[src/rtl/e1hc_pkg.sv]
package e1hc_pkg;
  localparam int SLOT_BITS  = 8;
  localparam int SLOTS      = 32;
  localparam int FRAME_BITS = SLOTS * SLOT_BITS;
  localparam int CNT_W      = $clog2(FRAME_BITS);
  localparam int POS_W      = $clog2(SLOT_BITS);

  typedef struct packed {
    logic [CNT_W-1:0] bit_idx;     // current bit within frame
    logic             odd;         // 1 = NOTFAS frame
    logic             frame_start; // next cycle is bit 0
  } ftime_t;

  // serial order: position 0 carries the most significant bit
  function automatic logic byte_bit(input logic [SLOT_BITS-1:0] b,
                                    input logic [POS_W-1:0] pos);
    return b[(SLOT_BITS-1) - int'(pos)];
  endfunction

  function automatic logic ais_request(input logic lof, input logic lof_en,
                                       input logic tmr, input logic tmr_en,
                                       input logic e1);
    return (lof & lof_en) | (tmr & tmr_en & e1);
  endfunction
endpackage

[src/rtl/e1hc_frame_timer.sv]
module e1hc_frame_timer
  import e1hc_pkg::*;
(
  input  logic   clk,
  input  logic   rst_n,
  input  logic   fs_pin,
  input  logic   fs_rise,
  input  logic   fs_pol_high,
  output ftime_t tm,
  output logic   fs_hit
);
  localparam logic [CNT_W-1:0] LAST = CNT_W'(FRAME_BITS - 1);

  logic             fs_act;
  logic             fs_neg_q;
  logic [CNT_W-1:0] cnt_q;
  logic             odd_q;
  logic             at_last;
  logic             frame_start;

  assign fs_act = fs_pin ~^ fs_pol_high;

  always_ff @(negedge clk or negedge rst_n) begin
    if (!rst_n) fs_neg_q <= 1'b0;
    else        fs_neg_q <= fs_act;
  end

  assign fs_hit      = fs_rise ? fs_act : fs_neg_q;
  assign at_last     = (cnt_q == LAST);
  assign frame_start = fs_hit | at_last;

  always_ff @(posedge clk or negedge rst_n) begin
    if (!rst_n) begin
      cnt_q <= LAST;
      odd_q <= 1'b1;
    end else begin
      cnt_q <= frame_start ? '0 : cnt_q + 1'b1;
      odd_q <= odd_q ^ frame_start;
    end
  end

  assign tm.bit_idx     = cnt_q;
  assign tm.odd         = odd_q;
  assign tm.frame_start = frame_start;

  AST_SYNC_ZERO: assert property (@(posedge clk) disable iff (!rst_n)
    fs_hit |=> (tm.bit_idx == '0));
  AST_PARITY_FLIP: assert property (@(posedge clk) disable iff (!rst_n)
    frame_start |=> (tm.odd != $past(tm.odd)));
  AST_COUNT_STEP: assert property (@(posedge clk) disable iff (!rst_n)
    !frame_start |=> (tm.bit_idx == CNT_W'($past(tm.bit_idx) + 1'b1)));
endmodule

[src/rtl/e1hc_sys_path.sv]
module e1hc_sys_path
  import e1hc_pkg::*;
(
  input  logic   clk,
  input  logic   rst_n,
  input  ftime_t tm,
  input  logic   core_bit,
  input  logic   dual_nf,
  input  logic   hwy_on,
  input  logic   ais_req,
  output logic   sys_dout,
  output logic   sys_doe,
  output logic   ais_active
);
  logic [SLOT_BITS-1:0] nf_q;
  logic                 ais_q;
  logic                 dout_q;
  logic                 doe_q;
  logic [POS_W-1:0]     pos;
  logic                 in_ts0;
  logic                 do_sub;
  logic                 next_bit;

  assign pos    = tm.bit_idx[POS_W-1:0];
  assign in_ts0 = (tm.bit_idx < CNT_W'(SLOT_BITS));
  assign do_sub = dual_nf & ~tm.odd & in_ts0;

  always_comb begin
    if (ais_q)       next_bit = 1'b1;
    else if (do_sub) next_bit = byte_bit(nf_q, pos);
    else             next_bit = core_bit;
  end

  always_ff @(posedge clk or negedge rst_n) begin
    if (!rst_n) begin
      nf_q   <= '1;
      ais_q  <= 1'b0;
      dout_q <= 1'b0;
      doe_q  <= 1'b0;
    end else begin
      if (tm.odd && in_ts0)
        nf_q[(SLOT_BITS-1) - int'(pos)] <= core_bit;
      if (tm.frame_start)
        ais_q <= ais_req;
      dout_q <= next_bit;
      doe_q  <= hwy_on;
    end
  end

  assign sys_dout   = dout_q;
  assign sys_doe    = doe_q;
  assign ais_active = ais_q;

  AST_AIS_ONES: assert property (@(posedge clk) disable iff (!rst_n)
    ais_q |=> sys_dout);
  AST_AIS_FRAMED: assert property (@(posedge clk) disable iff (!rst_n)
    !tm.frame_start |=> $stable(ais_active));
  AST_PASS_DATA: assert property (@(posedge clk) disable iff (!rst_n)
    (!ais_q && !dual_nf) |=> (sys_dout == $past(core_bit)));
  AST_HIZ_OFF: assert property (@(posedge clk) disable iff (!rst_n)
    !hwy_on |=> !sys_doe);
endmodule

[src/rtl/e1hc_line_path.sv]
module e1hc_line_path
  import e1hc_pkg::*;
(
  input  logic                 clk,
  input  logic                 rst_n,
  input  logic [POS_W-1:0]     pos,
  input  logic                 sys_din,
  input  logic                 hwy_on,
  input  logic [SLOT_BITS-1:0] idle_code,
  input  logic                 idle_wr,
  output logic                 line_dout
);
  logic [SLOT_BITS-1:0] idle_q;
  logic                 dout_q;
  logic                 idle_bit;

  assign idle_bit = byte_bit(idle_q, pos);

  always_ff @(posedge clk or negedge rst_n) begin
    if (!rst_n) begin
      idle_q <= '1;
      dout_q <= 1'b1;
    end else begin
      if (idle_wr) idle_q <= idle_code;
      dout_q <= hwy_on ? sys_din : idle_bit;
    end
  end

  assign line_dout = dout_q;

  AST_IDLE_FILL: assert property (@(posedge clk) disable iff (!rst_n)
    !hwy_on |=> (line_dout == $past(idle_bit)));
  AST_LINE_PASS: assert property (@(posedge clk) disable iff (!rst_n)
    hwy_on |=> (line_dout == $past(sys_din)));
endmodule

[src/rtl/e1hc_rst_seq.sv]
module e1hc_rst_seq #(
  parameter int RST_CYCLES = 16
) (
  input  logic clk,
  input  logic rst_n,
  output logic rst_done
);
  localparam int RW = $clog2(RST_CYCLES + 1);
  localparam logic [RW-1:0] LAST = RW'(RST_CYCLES - 1);

  logic [RW-1:0] cnt_q;
  logic          done_q;

  always_ff @(posedge clk or negedge rst_n) begin
    if (!rst_n) begin
      cnt_q  <= '0;
      done_q <= 1'b0;
    end else if (!done_q) begin
      cnt_q  <= cnt_q + 1'b1;
      done_q <= (cnt_q == LAST);
    end
  end

  assign rst_done = done_q;

  AST_DONE_STICKY: assert property (@(posedge clk) disable iff (!rst_n)
    rst_done |=> rst_done);
endmodule

[src/rtl/e1_hwy_cond.sv]
module e1_hwy_cond
  import e1hc_pkg::*;
#(
  parameter int RST_CYCLES = 16
) (
  input  logic       clk,
  input  logic       rst_n,
  input  logic       fs_in,
  input  logic       cfg_fs_rise,
  input  logic       cfg_fs_high,
  input  logic       cfg_hwy_en,
  input  logic       cfg_dual_nf,
  input  logic       cfg_ais_lof_en,
  input  logic       cfg_ais_tmr_en,
  input  logic       cfg_e1_mode,
  input  logic [7:0] idle_code,
  input  logic       idle_wr,
  input  logic       lof_alarm,
  input  logic       mf_tmr_exp,
  input  logic       core_bit,
  output logic       sys_dout,
  output logic       sys_doe,
  input  logic       sys_din,
  output logic       line_dout,
  output logic       rst_done
);
  ftime_t tm;
  logic   fs_hit;
  logic   hwy_on;
  logic   ais_req;
  logic   ais_active;

  e1hc_rst_seq #(.RST_CYCLES(RST_CYCLES)) rst_i (
    .clk(clk), .rst_n(rst_n), .rst_done(rst_done)
  );

  e1hc_frame_timer timer_i (
    .clk(clk), .rst_n(rst_n), .fs_pin(fs_in), .fs_rise(cfg_fs_rise),
    .fs_pol_high(cfg_fs_high), .tm(tm), .fs_hit(fs_hit)
  );

  assign hwy_on  = cfg_hwy_en & rst_done;
  assign ais_req = ais_request(lof_alarm, cfg_ais_lof_en, mf_tmr_exp,
                               cfg_ais_tmr_en, cfg_e1_mode);

  e1hc_sys_path sys_i (
    .clk(clk), .rst_n(rst_n), .tm(tm), .core_bit(core_bit),
    .dual_nf(cfg_dual_nf), .hwy_on(hwy_on), .ais_req(ais_req),
    .sys_dout(sys_dout), .sys_doe(sys_doe), .ais_active(ais_active)
  );

  e1hc_line_path line_i (
    .clk(clk), .rst_n(rst_n), .pos(tm.bit_idx[POS_W-1:0]), .sys_din(sys_din),
    .hwy_on(hwy_on), .idle_code(idle_code), .idle_wr(idle_wr),
    .line_dout(line_dout)
  );

  AST_GATE_DONE: assert property (@(posedge clk) disable iff (!rst_n)
    !rst_done |-> !sys_doe);
  AST_TMR_E1_ONLY: assert property (@(posedge clk) disable iff (!rst_n)
    (tm.frame_start && !cfg_e1_mode && !(lof_alarm && cfg_ais_lof_en)) |=> !ais_active);
  AST_SYNC_SEEN: assert property (@(posedge clk) disable iff (!rst_n)
    (fs_hit && tm.bit_idx != '1) |=> tm.odd != $past(tm.odd));
endmodule

[config.mk]
export PLATFORM = sky130hd
export DESIGN_NAME = e1_hwy_cond
export DESIGN_NICKNAME = d
export VERILOG_FILES = /design/src/rtl/e1hc_pkg.sv /design/src/rtl/e1hc_frame_timer.sv /design/src/rtl/e1hc_sys_path.sv /design/src/rtl/e1hc_line_path.sv /design/src/rtl/e1hc_rst_seq.sv /design/src/rtl/e1_hwy_cond.sv
export SDC_FILE = /design/constraint.sdc
export NUM_CORES = 1
export LEC_CHECK = 0
export BUFFER_PORTS_ARGS = -buffer_cell sky130_fd_sc_hd__buf_2
export CAP_MARGIN = 10
export CORE_UTILIZATION = 42
export DETAILED_ROUTE_END_ITERATION = 6
export HOLD_SLACK_MARGIN = 0.08
export PLACE_DENSITY = 0.68
export SLEW_MARGIN = 10
export SYNTH_ARGS = -nofsm -noshare
export SYNTH_HDL_FRONTEND = slang
export SYNTH_HIERARCHICAL = 1
export SYNTH_SLANG_ARGS = --single-unit
[constraint.sdc]
create_clock -name clk -period 2.2 [get_ports clk]
set_input_delay 0.66 -clock clk [delete_from_list [all_inputs] [get_ports clk]]
set_output_delay 0.66 -clock clk [all_outputs]
set_load 0.005 [all_outputs]
Yosys cells after proc, flatten, opt, wreduce, memory -nomap -nowiden
Index checks and enable logic that the tools add are counted.
{"block": "op_classes", "addsub": 3, "n_lt_le_gt_ge": 3, "n_eq_ne": 2, "muxes": 15, "n_bitwise": 11, "n_reduce_logical": 2}
{"cell": "$ge A32 B1 Y1 const B", "count": 1}
{"cell": "$lt A32 B5 Y1 const B", "count": 1}
{"cell": "$mux W1", "count": 10}
{"cell": "$add A8 B1 Y8 const B", "count": 1}
{"cell": "$bwmux W8", "count": 1}
{"cell": "$eq A8 B8 Y1 const B", "count": 1}
{"cell": "$lt A8 B4 Y1 const B", "count": 1}
{"cell": "$mux W8", "count": 1}
{"cell": "$and A1 B1 Y1", "count": 6}
{"cell": "$bmux W1 S3", "count": 2}
{"cell": "$add A5 B1 Y5 const B", "count": 1}
{"cell": "$eq A5 B4 Y1 const B", "count": 1}
{"cell": "$sub A3 B3 Y4 const A", "count": 1}
{"cell": "$demux W1 S3", "count": 1}
{"cell": "$logic_and A1 B1 Y1", "count": 2}
{"cell": "$or A1 B1 Y1", "count": 2}
{"cell": "$not A1 Y1", "count": 1}
{"cell": "$xnor A1 B1 Y1", "count": 1}
{"cell": "$xor A1 B1 Y1", "count": 1}
{"block": "word_totals", "regBits": 36, "inputBits": 23, "output_inout_bits": 4, "word_cells": 47}

Longest topological paths before layout
{"block": "depth", "ltp_word": 6, "ltp_mapped": 6, "depth_no_buf": 5}

Hierarchy
Netlist, hierarchy kept.
{"module": "e1hc_sys_path", "instances": 1, "cells_each": 44, "area_per_inst_um2": 594.3, "seq_area_each_um2": 285.3}
{"module": "e1hc_frame_timer", "instances": 1, "cells_each": 39, "area_per_inst_um2": 473.0, "seq_area_each_um2": 261.5}
{"module": "e1hc_line_path", "instances": 1, "cells_each": 26, "area_per_inst_um2": 416.6, "seq_area_each_um2": 236.5}
{"module": "e1hc_rst_seq", "instances": 1, "cells_each": 19, "area_per_inst_um2": 252.7, "seq_area_each_um2": 150.1}
{"module": "e1_hwy_cond", "instances": 1, "cells_each": 2, "area_per_inst_um2": 16.3, "seq_area_each_um2": 0.0}

==> summary.txt <==
status - finished, violations left
failing checks - setup timing
Leakage - 0.846 nW
Final Hold Viols - 0
Max Cap Viol - 0
Clock Sink Count - 36
synth-to-layout area growth - 13.9%
Critical Path AT - 2380 ps
Die H - 66.6 um
RSZ-0062 raised after global routing - yes
fillers - 365
mux cell area share after synthesis - 18.9%
Cells after Synth - 130
sequential element share of the synthesized area - 53.2%
DR vias - 1094
Total GRT Usage - 15.7%
Worst-path clk slew - 60 ps
flops & latches, synth - 36
share of layout cells above drive strength 1 - 51.6%
GR Overflow Total - 0
fraction of the mapped netlist area in simple logic gates - 12.7%
I/O Pins - 27
Final Max Tran Viols - 0
initial antenna violation count - 0
ANT cells - 0
Adder-Cell Fraction of Synth Area - 2.14%
CTS hold repair buffers - 0
worst setup margin - -6.98 ps
Mapped Area - 1750 sq um
Multi-input gate area - 768 sq um
Final setup viols - 2
Total Wirelength - 2990 um
CTS resizes - 0
complex-gate fraction of the synthesized area - 4.78%
number of global-route vias before repair - 1139
clk_lat worst skew - 290 ps
largest fanout on the critical path - 7
Yosys top cell by area - dfstp_2
hold path depth - 1
Startpoint Class - register
placement row count - 23
DR iter-0 viols - 23
Post-Synthesis Mean Instance Area - 13.5 sq um
synth warn - 6
Worst Skew - 9.32 ps
Hold Path Class - reg -> reg
Clock Tree Buf Depth - 2
Post-DP HPWL - 2160 um
H-tree depth - 2
flip-flop and latch area - 933 sq um
syn_nets - 156
CP required - 2370 ps
clk root buf - clkbuf_8
global-route wire length before repair - 5080 um
Die W - 66.6 um
actual slew at the worst max-slew pin - 422 ps
Core Area - 4000 sq um
wire length per cell - 14.3 um
Port-buffer cells - 26
fin nets - 185
Synth Area in XOR/XNOR - 5.00%
TritonCTS clock tree - yes
Crit Path Class - reg -> reg
endpoint class of the critical path - register
R2R depth - 4
DRT Pass-1 Iters - 4
die area - 4440 sq um
main combinational cell family by area after synthesis - multiplexers
TritonCTS Buffers - 5
pwr dens - 870 nW/um^2
Max transition margin - 71.9%
VDD IR max - 0.000418 V
Yosys top cell area share - 39.0%
antenna-violating nets left - 0
setup tns final - -7.72 ps
synth unique cells - 42
DR vias/cell - 5.23
largest net degree at the start of global routing - 36
Post-Route Utilization - 49.9%
initial core utilization - 43.8%
routability congestion estimate - 0.795
largest cells by area after synthesis - dfstp_2 (39%), dfrtp_1 (13%), mux2_2 (9.0%)
Post-CTS Setup Repair Bufs - 0
DRC - 0
## registers in the layout (all words and copies together) (netlist names)
name	count
timer_i/fs_neg_q	1
timer_i/cnt_q	8
rst_i/rst_done	1
sys_i/sys_dout	1
timer_i/odd_q	1
rst_i/cnt_q	5
sys_i/sys_doe	1
line_i/idle_q	8
line_i/line_dout	1
sys_i/ais_active	1
sys_i/nf_q	8
## metrics by stage
stage	hold slack [ps]	cells	area (sq um)	total power [mW]	setup slack (ps)
6_report	470	209	2000	1.74	-6.98
4_1_cts	471	209	1990	1.77	-15.3
2_1_floorplan	364	130	1760	1.25	-77.2
3_5_place_dp	461	202	1920	1.33	-0.402
5_1_grt	516	209	2000	1.84	-25.7
3_3_place_gp	453	202	1920	1.31	23.5
## path summary, 6_finish.rpt
check	from	end	slack, ps
hold / removal	rst_i/cnt_q[3]	rst_i/cnt_q[3]	470
hold reg to reg	rst_i/cnt_q[3]	rst_i/cnt_q[3]	470
max in group asynchronous	rst_n	timer_i/fs_neg_q	900
setup reg to reg	timer_i/fs_neg_q	sys_i/ais_active	-7
min in group asynchronous	rst_n	rst_i/cnt_q[3]	480
setup / recovery	timer_i/fs_neg_q	sys_i/ais_active	-7
## routing by layer
metal / vias to the layer above / part of all wire, % / global-route usage, %
met4: 0 / 1.1 / 5.59
li1: 521 / - / -
met2: 31 / 50 / 26.5
met3: 6 / 5.5 / 4.97
met5: - / 0 / 0
met1: 536 / 43 / 18.6
## report_power, final
| group | internal, mW | switching, mW |
|---|---|---|
| Combinational | 0.218 | 0.141 |
| Sequential | 0.866 | 0.0939 |
| Clock | 0.217 | 0.201 |
## layout by cell type, fill, tap and decap left out, types with 2 or more instances in the layout
cell type | synthesis | final
dfstp_2 | 26 | 26
ha_1 | 3 | 3
nand3_1 | 7 | 7
clkbuf_1 | 1 | 2
mux2_2 | 14 | 14
inv_1 | 3 | 3
mux2_1 | 3 | 3
clkbuf_8 | 0 | 5
xnor2_1 | 5 | 5
nand4_1 | 3 | 3
and2_1 | 2 | 2
buf_2 | 0 | 26
mux2i_1 | 5 | 5
xor2_1 | 5 | 5
buf_4 | 2 | 2
dfrtp_1 | 9 | 9
nor2_1 | 8 | 8
nand2_1 | 5 | 5
mux4_1 | 2 | 2
## kinds of logic after synthesis
logic type,count (synthesis)
xor gates and xnor gates,10
muxes,26
buffers and inverters,9
DFF,36
AOI/OAI and AO/OA,9
adders and majority gates,3
and+or+nand+nor,37
## synth_stat cells
cell type,number
dfstp_2,26
mux2_2,14
dfrtp_1,9
nor2_1,8
nand3_1,7
mux2i_1,5
nand2_1,5
xnor2_1,5
xor2_1,5
ha_1,3
inv_1,3
mux2_1,3
nand4_1,3
and2_1,2
buf_4,2
buf_6,2
mux4_1,2
o21ai_0,2
a211oi_1,1
a31oi_1,1
a32o_1,1
a41o_4,1
a41oi_1,1
and2b_1,1
and3_1,1
and4_1,1
and4bb_2,1
buf_1,1
clkbuf_1,1
dfrtn_1,1
mux2_4,1
mux4_2,1
nand2b_1,1
nand4b_1,1
nor2b_1,1
nor3_1,1
nor3_4,1
nor4b_1,1
nor4b_2,1
o2111a_1,1
o21ai_2,1
or2_2,1
## critical path, cell delays in order (launching register included)
cell and delay (ps):
dfrtn_1 320, mux2_4 270, a41o_4 280, nand2_1 60
o21ai_1 50
## layout make-up
type                            instances  area share (%)
Sequential cell                        36            46.7
Timing Repair Buffer                   28            7.27
Multi-Input combinational cell         85            38.5
Tap cell                               50            3.13
Inverter                                3           0.564
Clock buffer                            7            3.82
No activity file was read; power rests on OpenSTA's default activity.
